### config.mk
export PLATFORM = sky130hd
export DESIGN_NAME = retseq_top
export DESIGN_NICKNAME = d
export VERILOG_FILES = /design/src/rtl/retseq_pkg.sv /design/src/rtl/retseq_stack.sv /design/src/rtl/retseq_delay.sv /design/src/rtl/retseq_top.sv
export SDC_FILE = /design/constraint.sdc
export NUM_CORES = 1
export LEC_CHECK = 0
export BUFFER_PORTS_ARGS = -buffer_cell sky130_fd_sc_hd__buf_2
export CORE_UTILIZATION = 62
export CTS_CLUSTER_DIAMETER = 30
export DETAILED_ROUTE_END_ITERATION = 16
export GPL_ROUTABILITY_DRIVEN = 0
export PLACE_DENSITY = 0.9
export REMOVE_ABC_BUFFERS = 1
export SYNTH_ARGS = -nofsm -noshare
export SYNTH_HDL_FRONTEND = slang
export SYNTH_HIERARCHICAL = 1
export SYNTH_SLANG_ARGS = --single-unit
export TNS_END_PERCENT = 10
### constraint.sdc
create_clock -name clk -period 13 [get_ports clk]
set_input_delay 0.65 -clock clk [delete_from_list [all_inputs] [get_ports clk]]
set_output_delay 0.65 -clock clk [all_outputs]
set_load 0.1 [all_outputs]
### src/rtl/retseq_pkg.sv
package retseq_pkg;
  typedef enum logic [2:0] {
    OP_NONE  = 3'd0,
    OP_POPM  = 3'd1,
    OP_PSHM  = 3'd2,
    OP_PSHA  = 3'd3,
    OP_RET   = 3'd4,
    OP_RETD  = 3'd5,
    OP_RETC  = 3'd6,
    OP_RETCD = 3'd7
  } seq_op_t;
endpackage

### src/rtl/retseq_stack.sv
module retseq_stack #(
  parameter int DW    = 16,
  parameter int DEPTH = 8
) (
  input  logic          clk,
  input  logic          rst,
  input  logic          push,
  input  logic          pop,
  input  logic [DW-1:0] din,
  output logic [DW-1:0] top
);
  logic [DW-1:0] lvl [DEPTH];

  assign top = lvl[0];

  always_ff @(posedge clk) begin
    if (rst || push) begin
      lvl[0] <= rst ? '0 : din;
    end else if (pop) begin
      lvl[0] <= lvl[1];
    end
  end

  generate
    for (genvar i = 1; i < DEPTH; i++) begin : g_lvl
      always_ff @(posedge clk) begin
        if (rst) begin
          lvl[i] <= '0;
        end else if (push) begin
          lvl[i] <= lvl[i-1];
        end else if (pop) begin
          lvl[i] <= (i == DEPTH - 1) ? lvl[i] : lvl[(i == DEPTH - 1) ? i : i + 1];
        end
      end
    end
  endgenerate
endmodule

### src/rtl/retseq_delay.sv
module retseq_delay #(
  parameter int FW_W        = 2,
  parameter int DELAY_WORDS = 2
) (
  input  logic            clk,
  input  logic            rst,
  input  logic            start,
  input  logic            start_taken,
  input  logic [FW_W-1:0] fetch_words,
  output logic            pending,
  output logic            fire,
  output logic            fire_taken
);
  localparam int CW   = $clog2(DELAY_WORDS + 1);
  localparam int CMPW = (CW > FW_W) ? CW : FW_W;

  logic [CW-1:0] remain;
  logic          taken_q;
  logic [CMPW-1:0] fw_x, rem_x;

  assign fw_x       = CMPW'(fetch_words);
  assign rem_x      = CMPW'(remain);
  assign fire       = pending && (fw_x >= rem_x);
  assign fire_taken = fire && taken_q;

  always_ff @(posedge clk) begin
    if (rst) begin
      pending <= 1'b0;
      remain  <= '0;
      taken_q <= 1'b0;
    end else if (start) begin
      pending <= 1'b1;
      remain  <= CW'(DELAY_WORDS);
      taken_q <= start_taken;
    end else if (fire) begin
      pending <= 1'b0;
      remain  <= '0;
    end else if (pending) begin
      remain  <= CW'(rem_x - fw_x);
    end
  end
endmodule

### src/rtl/retseq_top.sv
module retseq_top #(
  parameter int DW    = 16,
  parameter int DEPTH = 8,
  parameter int ACC_W = 32,
  parameter int FW_W  = 2
) (
  input  logic             clk,
  input  logic             rst,
  input  logic [2:0]       op_code,
  input  logic             cond_ok,
  input  logic [DW-1:0]    mem_data,
  input  logic [ACC_W-1:0] acc,
  input  logic [FW_W-1:0]  fetch_words,
  output logic [DW-1:0]    pc,
  output logic             wr_en,
  output logic [DW-1:0]    wr_data,
  output logic             ret_pending,
  output logic             illegal_op
);
  import retseq_pkg::*;

  localparam int DELAY_WORDS = 2;

  seq_op_t       op;
  logic          is_push, is_ret, accepted;
  logic          ret_now, dly_start, dly_taken;
  logic          push_en, pop_en;
  logic          fire, fire_taken;
  logic [DW-1:0] push_val, top;

  assign op       = seq_op_t'(op_code);
  assign is_push  = (op == OP_PSHM) || (op == OP_PSHA);
  assign is_ret   = (op == OP_RET) || (op == OP_RETD) ||
                    (op == OP_RETC) || (op == OP_RETCD);

  assign illegal_op = ret_pending && (is_push || is_ret);
  assign accepted   = !illegal_op;

  assign ret_now   = accepted && ((op == OP_RET) || ((op == OP_RETC) && cond_ok));
  assign dly_start = accepted && ((op == OP_RETD) || (op == OP_RETCD));
  assign dly_taken = (op == OP_RETD) || cond_ok;

  assign push_en  = accepted && is_push;
  assign push_val = (op == OP_PSHA) ? acc[DW-1:0] : mem_data;
  assign wr_en    = (op == OP_POPM);
  assign wr_data  = top;
  assign pop_en   = wr_en || ret_now || fire_taken;

  retseq_stack #(
    .DW    (DW),
    .DEPTH (DEPTH)
  ) u_stack (
    .clk  (clk),
    .rst  (rst),
    .push (push_en),
    .pop  (pop_en),
    .din  (push_val),
    .top  (top)
  );

  retseq_delay #(
    .FW_W        (FW_W),
    .DELAY_WORDS (DELAY_WORDS)
  ) u_delay (
    .clk         (clk),
    .rst         (rst),
    .start       (dly_start),
    .start_taken (dly_taken),
    .fetch_words (fetch_words),
    .pending     (ret_pending),
    .fire        (fire),
    .fire_taken  (fire_taken)
  );

  always_ff @(posedge clk) begin
    if (rst) begin
      pc <= '0;
    end else if (ret_now || fire_taken) begin
      pc <= top;
    end else begin
      pc <= pc + DW'(fetch_words);
    end
  end
endmodule

==> Word level (Yosys, flattened, before mapping) <==
Memories as Yosys holds them, arrays and structs flattened.
Cells that the tools add are included.
{ "word_totals": {"ram_bits": 128, "elab_cells": 90, "register_bits": 20, "out_inout_bits": 35, "memories": 1, "inputBits": 56} }
{ "memory_table": {"columns": ["memory", "depth", "word_bits", "rd", "rd_clocked_by_memory_dff", "wr", "line", "rtl"], "rows": [
  ["u_stack.lvl", 8, 16, 8, 0, 8, "retseq_stack.sv:12", "logic [DW-1:0] lvl [DEPTH];"]
]} }
{ "classes": {"add_sub_neg": 2, "magnitude_cmp": 1, "eq_ne": 7, "reduce_logical": 23, "muxes": 36, "bitwise_logic": 15} }
{ "op_table": {"columns": ["operator", "n"], "rows": [
  ["$mux 16", 18],
  ["$add 16x2->16", 1],
  ["$mux 1", 15],
  ["$or 1x1->1", 15],
  ["$eq 3x3->1 const B", 4],
  ["$logic_or 1x1->1", 12],
  ["$logic_and 1x1->1", 7],
  ["$eq 3x2->1 const B", 2],
  ["$mux 2", 3],
  ["$eq 3x1->1 const B", 1],
  ["$reduce_bool 3->1", 1],
  ["$reduce_or 3->1", 1],
  ["$ge 2x2->1", 1],
  ["$reduce_bool 2->1", 1],
  ["$sub 2x2->2", 1],
  ["$logic_not 1->1", 1]
]} }

==> Longest topological paths before layout <==
Gate-level depths: netlist of run 1.
{ "logic_depth": {"depth_word": 15, "depth_mapped": 12, "depth_no_buf": 9} }

==> Modules after synthesis <==
Netlist of run 1, hierarchy kept.
{ "modules_own_cells": {"columns": ["mod", "seq_area_each_um2", "n_inst", "area_per_inst_um2", "cells_each"], "rows": [
  ["retseq_stack", 3843.7, 1, 5739.3, 368],
  ["retseq_top", 320.3, 1, 1099.8, 126],
  ["retseq_delay", 80.1, 1, 234.0, 23]
]} }

==> Worst setup path after synthesis of run 1 <==
OpenSTA, ideal clock, no wires.
{ "synth_path": {"kind": "input to register", "start": "input port op_code[2]", "end": "memory u_stack.lvl[1][0] (netlist: u_stack/lvl[0][16]) (enable)", "setup_ps": 442, "path_stages": 5, "t_required_ps": 12558, "arrival_ps": 5461, "n_path_buf": 2, "setup_slack_ps": 7098, "cell_sequence": "nor3b_1 nand2b_1 buf_2 clkbuf_1 or3_1"} }
{ "synth_rtl": {"columns": ["element", "line", "rtl"], "rows": [
  ["from (decl)", "retseq_top.sv:9", "input logic [2:0] op_code,"],
  ["to (decl)", "retseq_stack.sv:12", null]
]} }

==> impl_metrics.env, run 1 <==
export IMPL_status="finished clean"
export IMPL_netlist_area_um2=7070
export IMPL_grt_pass1_vias=4688
export IMPL_wl_per_cell_um=22.9
export IMPL_max_cap_viol_count=0
export IMPL_antenna_found_initial=0
export IMPL_die_x_um=109
export IMPL_wl_met1_mm=6.61
export IMPL_worstPathArrival_ps=4000
export IMPL_worstMarginPinSlew_ps=1160
export IMPL_highest_layer="met4"
export IMPL_holdWs_ps=508
export IMPL_crit_type="reg2reg"
export IMPL_r2r_start="u_delay/rem_x[0]"
export IMPL_post_dp_hpwl_mm=9.08
export IMPL_cts_clk_slew_worst_paths_ps=60
export IMPL_pre_cts_ws_ps=8710
export IMPL_diodes=0
export IMPL_power_w=0.00132
export IMPL_max_freq_mhz=256
export IMPL_final_cell_mix="128 x edfxtp_1, 81 x a32o_1, 74 x buf_2"
export IMPL_crit_fanout=45
export IMPL_slew_viol_final=0
export IMPL_final_layout_size_suffix_gt1_share_pct=24.8
export IMPL_cts_path_max_buffers=2
export IMPL_port_buffers=74
export IMPL_yosys_warnings=6
export IMPL_h_tree_depth=4
export IMPL_cts_hold_buf=0
export IMPL_utilization_pct=72.9
export IMPL_layout_nets=618
export IMPL_hold_violations=0
export IMPL_cts_made_buffers=17
export IMPL_n_fill_cell=689
export IMPL_vdd_ir_drop_max_mv=0.0851
export IMPL_period_share_pct=30.0
export IMPL_postCtsSetupBuffers=0
export IMPL_drc=0
export IMPL_hp_class="reg2reg"
export IMPL_worst_slack_ps=9090
export IMPL_wl_mm=16.2
export IMPL_first_pass_iters=5
export IMPL_grt_max_degree=97
export IMPL_overflow=0
export IMPL_skew_ps=6.70
export IMPL_clkLatencyLatePin_ps=420
export IMPL_core_area_um2=11000
export IMPL_die_y_um=109
export IMPL_period_needed_ps=3910
export IMPL_grt_util_all_layers_pct=29.3
export IMPL_postRouteAntennaNets=0
export IMPL_tritoncts="built"
export IMPL_io_pins=91
export IMPL_vias=4805
export IMPL_setup_tns_ps=0
export IMPL_start_util_pct=64.3
export IMPL_area_delta_synth_final_pct=13.2
export IMPL_met2_wirelength_mm=8.15
export IMPL_syn_area_per_cell_um2=13.7
export IMPL_critPathLaunchType="flop"
export IMPL_cp_required_ps=13100
export IMPL_wl_met3_um=974
export IMPL_dieArea_um2=11800
export IMPL_dr_first_iter_drc_count=495
export IMPL_rows=38
export IMPL_clkSinkCount=148
export IMPL_cts_resized=0
export IMPL_cp_startpoint="u_delay/rem_x[0]"
export IMPL_layout_commonest_cell="edfxtp_1"
export IMPL_grt_pass1_wl_mm=25.3
export IMPL_viasPerCell=6.78
export IMPL_slew_headroom_pct=22.6
export IMPL_power_density_nw_per_um2=165
export IMPL_synth_cells=516
export IMPL_cts_root_buf="clkbuf_16"
export IMPL_grt_setup_unrepaired="no"
export IMPL_leakagePower_nw=2.96
export IMPL_hp_start="u_delay/taken_q"
export IMPL_cp_end_kind="flop"
export IMPL_finalSetupViolations=0
[worst max-delay path, stage by stage, from the launching register on]
cell and delay [ps]:
dfxtp_1 330, inv_1 50, ha_1 180, fa_1 380, a21o_1 190, and3_1 200
a31oi_2 130, buf_4 370, nand2b_1 100, buf_4 240, or3_2 900, buf_4 480
[cell type report]
cell class | count | area, um^2 | area share [%]
Sequential cell | 148 | 4240 | 53.0
Multi-Input combinational cell | 298 | 2480 | 31.0
Timing Repair Buffer | 83 | 438 | 5.47
Clock buffer | 17 | 425 | 5.32
Clock inverter | 15 | 213 | 2.66
Tap cell | 140 | 175 | 2.19
Inverter | 8 | 30.0 | 0.375
[worst paths after layout]
kind / cells past startpoint / slack (ps) / to
setup / recovery: 11 / 9090 / u_stack/lvl[0][24]
hold / removal: 2 / 510 / u_delay/taken_q
setup reg to reg: 11 / 9090 / u_stack/lvl[0][24]
hold reg to reg: 2 / 510 / u_delay/taken_q
[per-layer routing]
metal / GRT usage (%) / vias up
met5: 0 / -
met4: 12.5 / 0
met3: 7.23 / 41
met2: 46.3 / 224
met1: 38.7 / 2425
li1: - / 2115
[power breakdown]
group          switching [W]  total, W  internal [W]  leakage, nW
Combinational       0.000147  0.000192     0.0000454         1.09
Sequential         0.0000304  0.000599      0.000568         1.56
Clock               0.000189  0.000527      0.000338        0.304
Total               0.000366   0.00132      0.000952         2.96
[sequential cells by signal, summed over array words and instances, names as in the netlist]
name             flops
u_delay/taken_q      1
pc                  16
u_delay/rem_x        2
u_delay/pending      1
u_stack/lvl        128
[per-stage QoR]
stage	cell area, um^2	instances
finish	8000	709
global route	8000	709
CTS	8000	709
detailed placement	7360	677
global placement	7360	677
floorplan	6720	454
(Power assumes the default switching activity.)
==> run 2, diff against run 1 <==
Settings changed: ABC_AREA set to 1, CORE_UTILIZATION 62 to 53, PLACE_DENSITY 0.9 to 0.82.
Clock period 13 ns to 3.5 ns, I/O delays scaled along.
==> impl_metrics.env, run 2 <==
export IMPL_status="finished clean"
export IMPL_core_area_um2=13300
export IMPL_final_layout_size_suffix_gt1_share_pct=17.7
export IMPL_yosysUniqueCellTypes=31
export IMPL_synth_simple_area_share_pct=26.8
export IMPL_yosys_warnings=6
export IMPL_p_seq_share_pct=47.4
export IMPL_leakagePower_nw=3.67
export IMPL_fin_area_um2=8160
export IMPL_diodes=0
export IMPL_holdWs_ps=143
export IMPL_path_buf_inv=3
export IMPL_first_pass_iters=5
export IMPL_rows=42
export IMPL_antenna_found_initial=0
export IMPL_skew_ps=7.50
export IMPL_hp_class="in2reg"
export IMPL_cts_resized=0
export IMPL_synth_area_leaders="edfxtp_1 53%, nand2_1 13%, nand3_1 9.9%"
export IMPL_cts_hold_buf=0
export IMPL_vias=5484
export IMPL_swShare_pct=30.0
export IMPL_p_int_w=0.00328
export IMPL_pre_cts_ws_ps=714
export IMPL_synth_top_family_by_area="simple AND/OR/NAND/NOR gates"
export IMPL_layout_nets=881
export IMPL_synth_cells=773
export IMPL_synth_area_leader_cell="edfxtp_1"
export IMPL_yosysMostFrequentCell="nand2_1"
export IMPL_power_density_nw_per_um2=575
export IMPL_io_pins=91
export IMPL_h_tree_depth=4
export IMPL_path_delay_family="simple AND/OR/NAND/NOR gates"
export IMPL_crit_chain="inv_1 > ha_1 > fa_1 > a21oi_2 > nor3b_1 > nor2_4 > inv_1 > or2_4 > nand2_2 > nand3_1 > buf_4"
export IMPL_pwr_share_clk_pct=37.6
export IMPL_cts_root_buf="clkbuf_16"
export IMPL_grt_setup_unrepaired="no"
export IMPL_die_x_um=119
export IMPL_synth_edf_count=128
export IMPL_grt_util_all_layers_pct=24.6
export IMPL_yosysSeqAreaShare_pct=58.4
export IMPL_crit_fanout=11
export IMPL_period_share_pct=80.8
export IMPL_synth_compound_area_share_pct=2.21
export IMPL_cts_made_buffers=17
export IMPL_dieArea_um2=14200
export IMPL_finalSetupViolations=0
export IMPL_cts_path_max_buffers=2
export IMPL_final_cell_mix="250 x nand2_1, 142 x nand3_1, 128 x edfxtp_1"
export IMPL_max_freq_mhz=353
export IMPL_viasPerCell=5.44
export IMPL_regMostFlops="u_stack/lvl"
export IMPL_pwr_share_comb_pct=15.0
export IMPL_slew_headroom_pct=21.6
export IMPL_hold_violations=0
export IMPL_cp_slowest_cell="fa_1"
export IMPL_crit_type="reg2reg"
export IMPL_synthAdderAreaFrac_pct=1.24
export IMPL_largest_register_ffs=128
export IMPL_crit_top_cell="inv_1"
export IMPL_overflow=0
export IMPL_critPathLaunchType="flop"
export IMPL_synthMuxAreaShare_pct=2.48
export IMPL_netlist_area_um2=7260
export IMPL_grt_max_degree=113
export IMPL_start_util_pct=54.6
export IMPL_vdd_ir_drop_max_mv=0.345
export IMPL_wl_per_cell_um=16.4
export IMPL_dr_first_iter_drc_count=641
export IMPL_die_y_um=119
export IMPL_cts_clk_slew_worst_paths_ps=60
export IMPL_post_dp_hpwl_mm=10.0
export IMPL_syn_area_per_cell_um2=9.39
export IMPL_postCtsSetupBuffers=0
export IMPL_p_sw_w=0.00140
export IMPL_slowest_delay_ps=400
export IMPL_postRouteAntennaNets=0
export IMPL_wl_mm=16.5
export IMPL_synth_top_area_share_pct=52.9
export IMPL_cp_required_ps=3670
export IMPL_worstPathArrival_ps=3000
export IMPL_synth_seq_cells=148
export IMPL_layout_commonest_cell="nand2_1"
export IMPL_period_needed_ps=2830
export IMPL_synth_commonest_cells="250 x nand2_1, 143 x nand3_1, 128 x edfxtp_1"
export IMPL_port_buffers=74
export IMPL_max_cap_viol_count=0
export IMPL_post_dp_cell_area_um2=7590
export IMPL_worst_slack_ps=670
export IMPL_synth_xor_area_share_pct=0.965
export IMPL_area_delta_synth_final_pct=12.3
export IMPL_cp_end_kind="flop"
export IMPL_grt_pass1_wl_mm=26.4
export IMPL_drc=0
export IMPL_synthFlopType="edfxtp_1"
export IMPL_worstMarginPinSlew_ps=1180
export IMPL_clkSinkCount=148
export IMPL_clkLatencyLatePin_ps=430
export IMPL_ys_async_sr_fraction_pct=0
export IMPL_slew_viol_final=0
export IMPL_tritoncts="built"
export IMPL_grt_pass1_vias=5157
## run 2: tightest hold or removal path: stages
cell	delay (ps)
buf_2	110
ha_1	130
nor2_1	40
nor2_1	80
## run 2: logic make-up (layout without fill, tap and decap cells)
family / count (synthesis) / in the layout
muxes: 16 / 16
AOI/OAI and AO/OA: 30 / 30
adders and majority gates: 6 / 6
xor gates and xnor gates: 8 / 8
buffers and inverters: 110 / 169
and+or+nand+nor: 455 / 455
DFF: 148 / 148
## run 2: metal layers
metal | vias up | track usage [%] | wire length, um
met4 | 0 | 11.2 | 484
li1 | 2663 | - | -
met1 | 2539 | 33.7 | 7030
met3 | 33 | 5.80 | 1370
met2 | 249 | 37.0 | 7600
met5 | - | 0 | 0
## run 2: stage by stage
stage	setup TNS, ps	utilization (%)	total power, W	instances
floorplan	-369540	-	0.00275	715
global placement	0	57.1	0.00293	976
detailed placement	0	57.1	0.00295	976
CTS	0	61.3	0.00471	1008
global route	0	61.3	0.00484	1008
finish	0	61.3	0.00469	1008
## run 2: worst paths after layout
path         slack (ps)             start  cells past startpoint                 to
min                 140    fetch_words[0]                      4              pc[0]
max reg2reg         670  u_delay/rem_x[0]                     11  u_stack/lvl[2][4]
max                 670  u_delay/rem_x[0]                     11  u_stack/lvl[2][4]
min reg2reg         470   u_delay/taken_q                      2    u_delay/taken_q
## run 2: final cells by class
| cell class | instances | area (um^2) |
|---|---|---|
| clock buffer | 17 | 425 |
| clock inverter | 15 | 141 |
| fill | 1105 | 5140 |
| inverter | 52 | 195 |
| multi-input combinational | 515 | 2460 |
| sequential | 148 | 4240 |
| tap | 176 | 220 |
| timing repair buffer | 85 | 465 |
## run 2: power by group through the flow
stage / logic, W / clock network [W] / registers (W)
after floorplan: 0.000248 / 0 / 0.00250
after global placement: 0.000687 / 0 / 0.00225
after detailed placement: 0.000697 / 0 / 0.00225
after CTS: 0.000701 / 0.00179 / 0.00222
after global routing: 0.000751 / 0.00185 / 0.00224
final: 0.000701 / 0.00176 / 0.00222
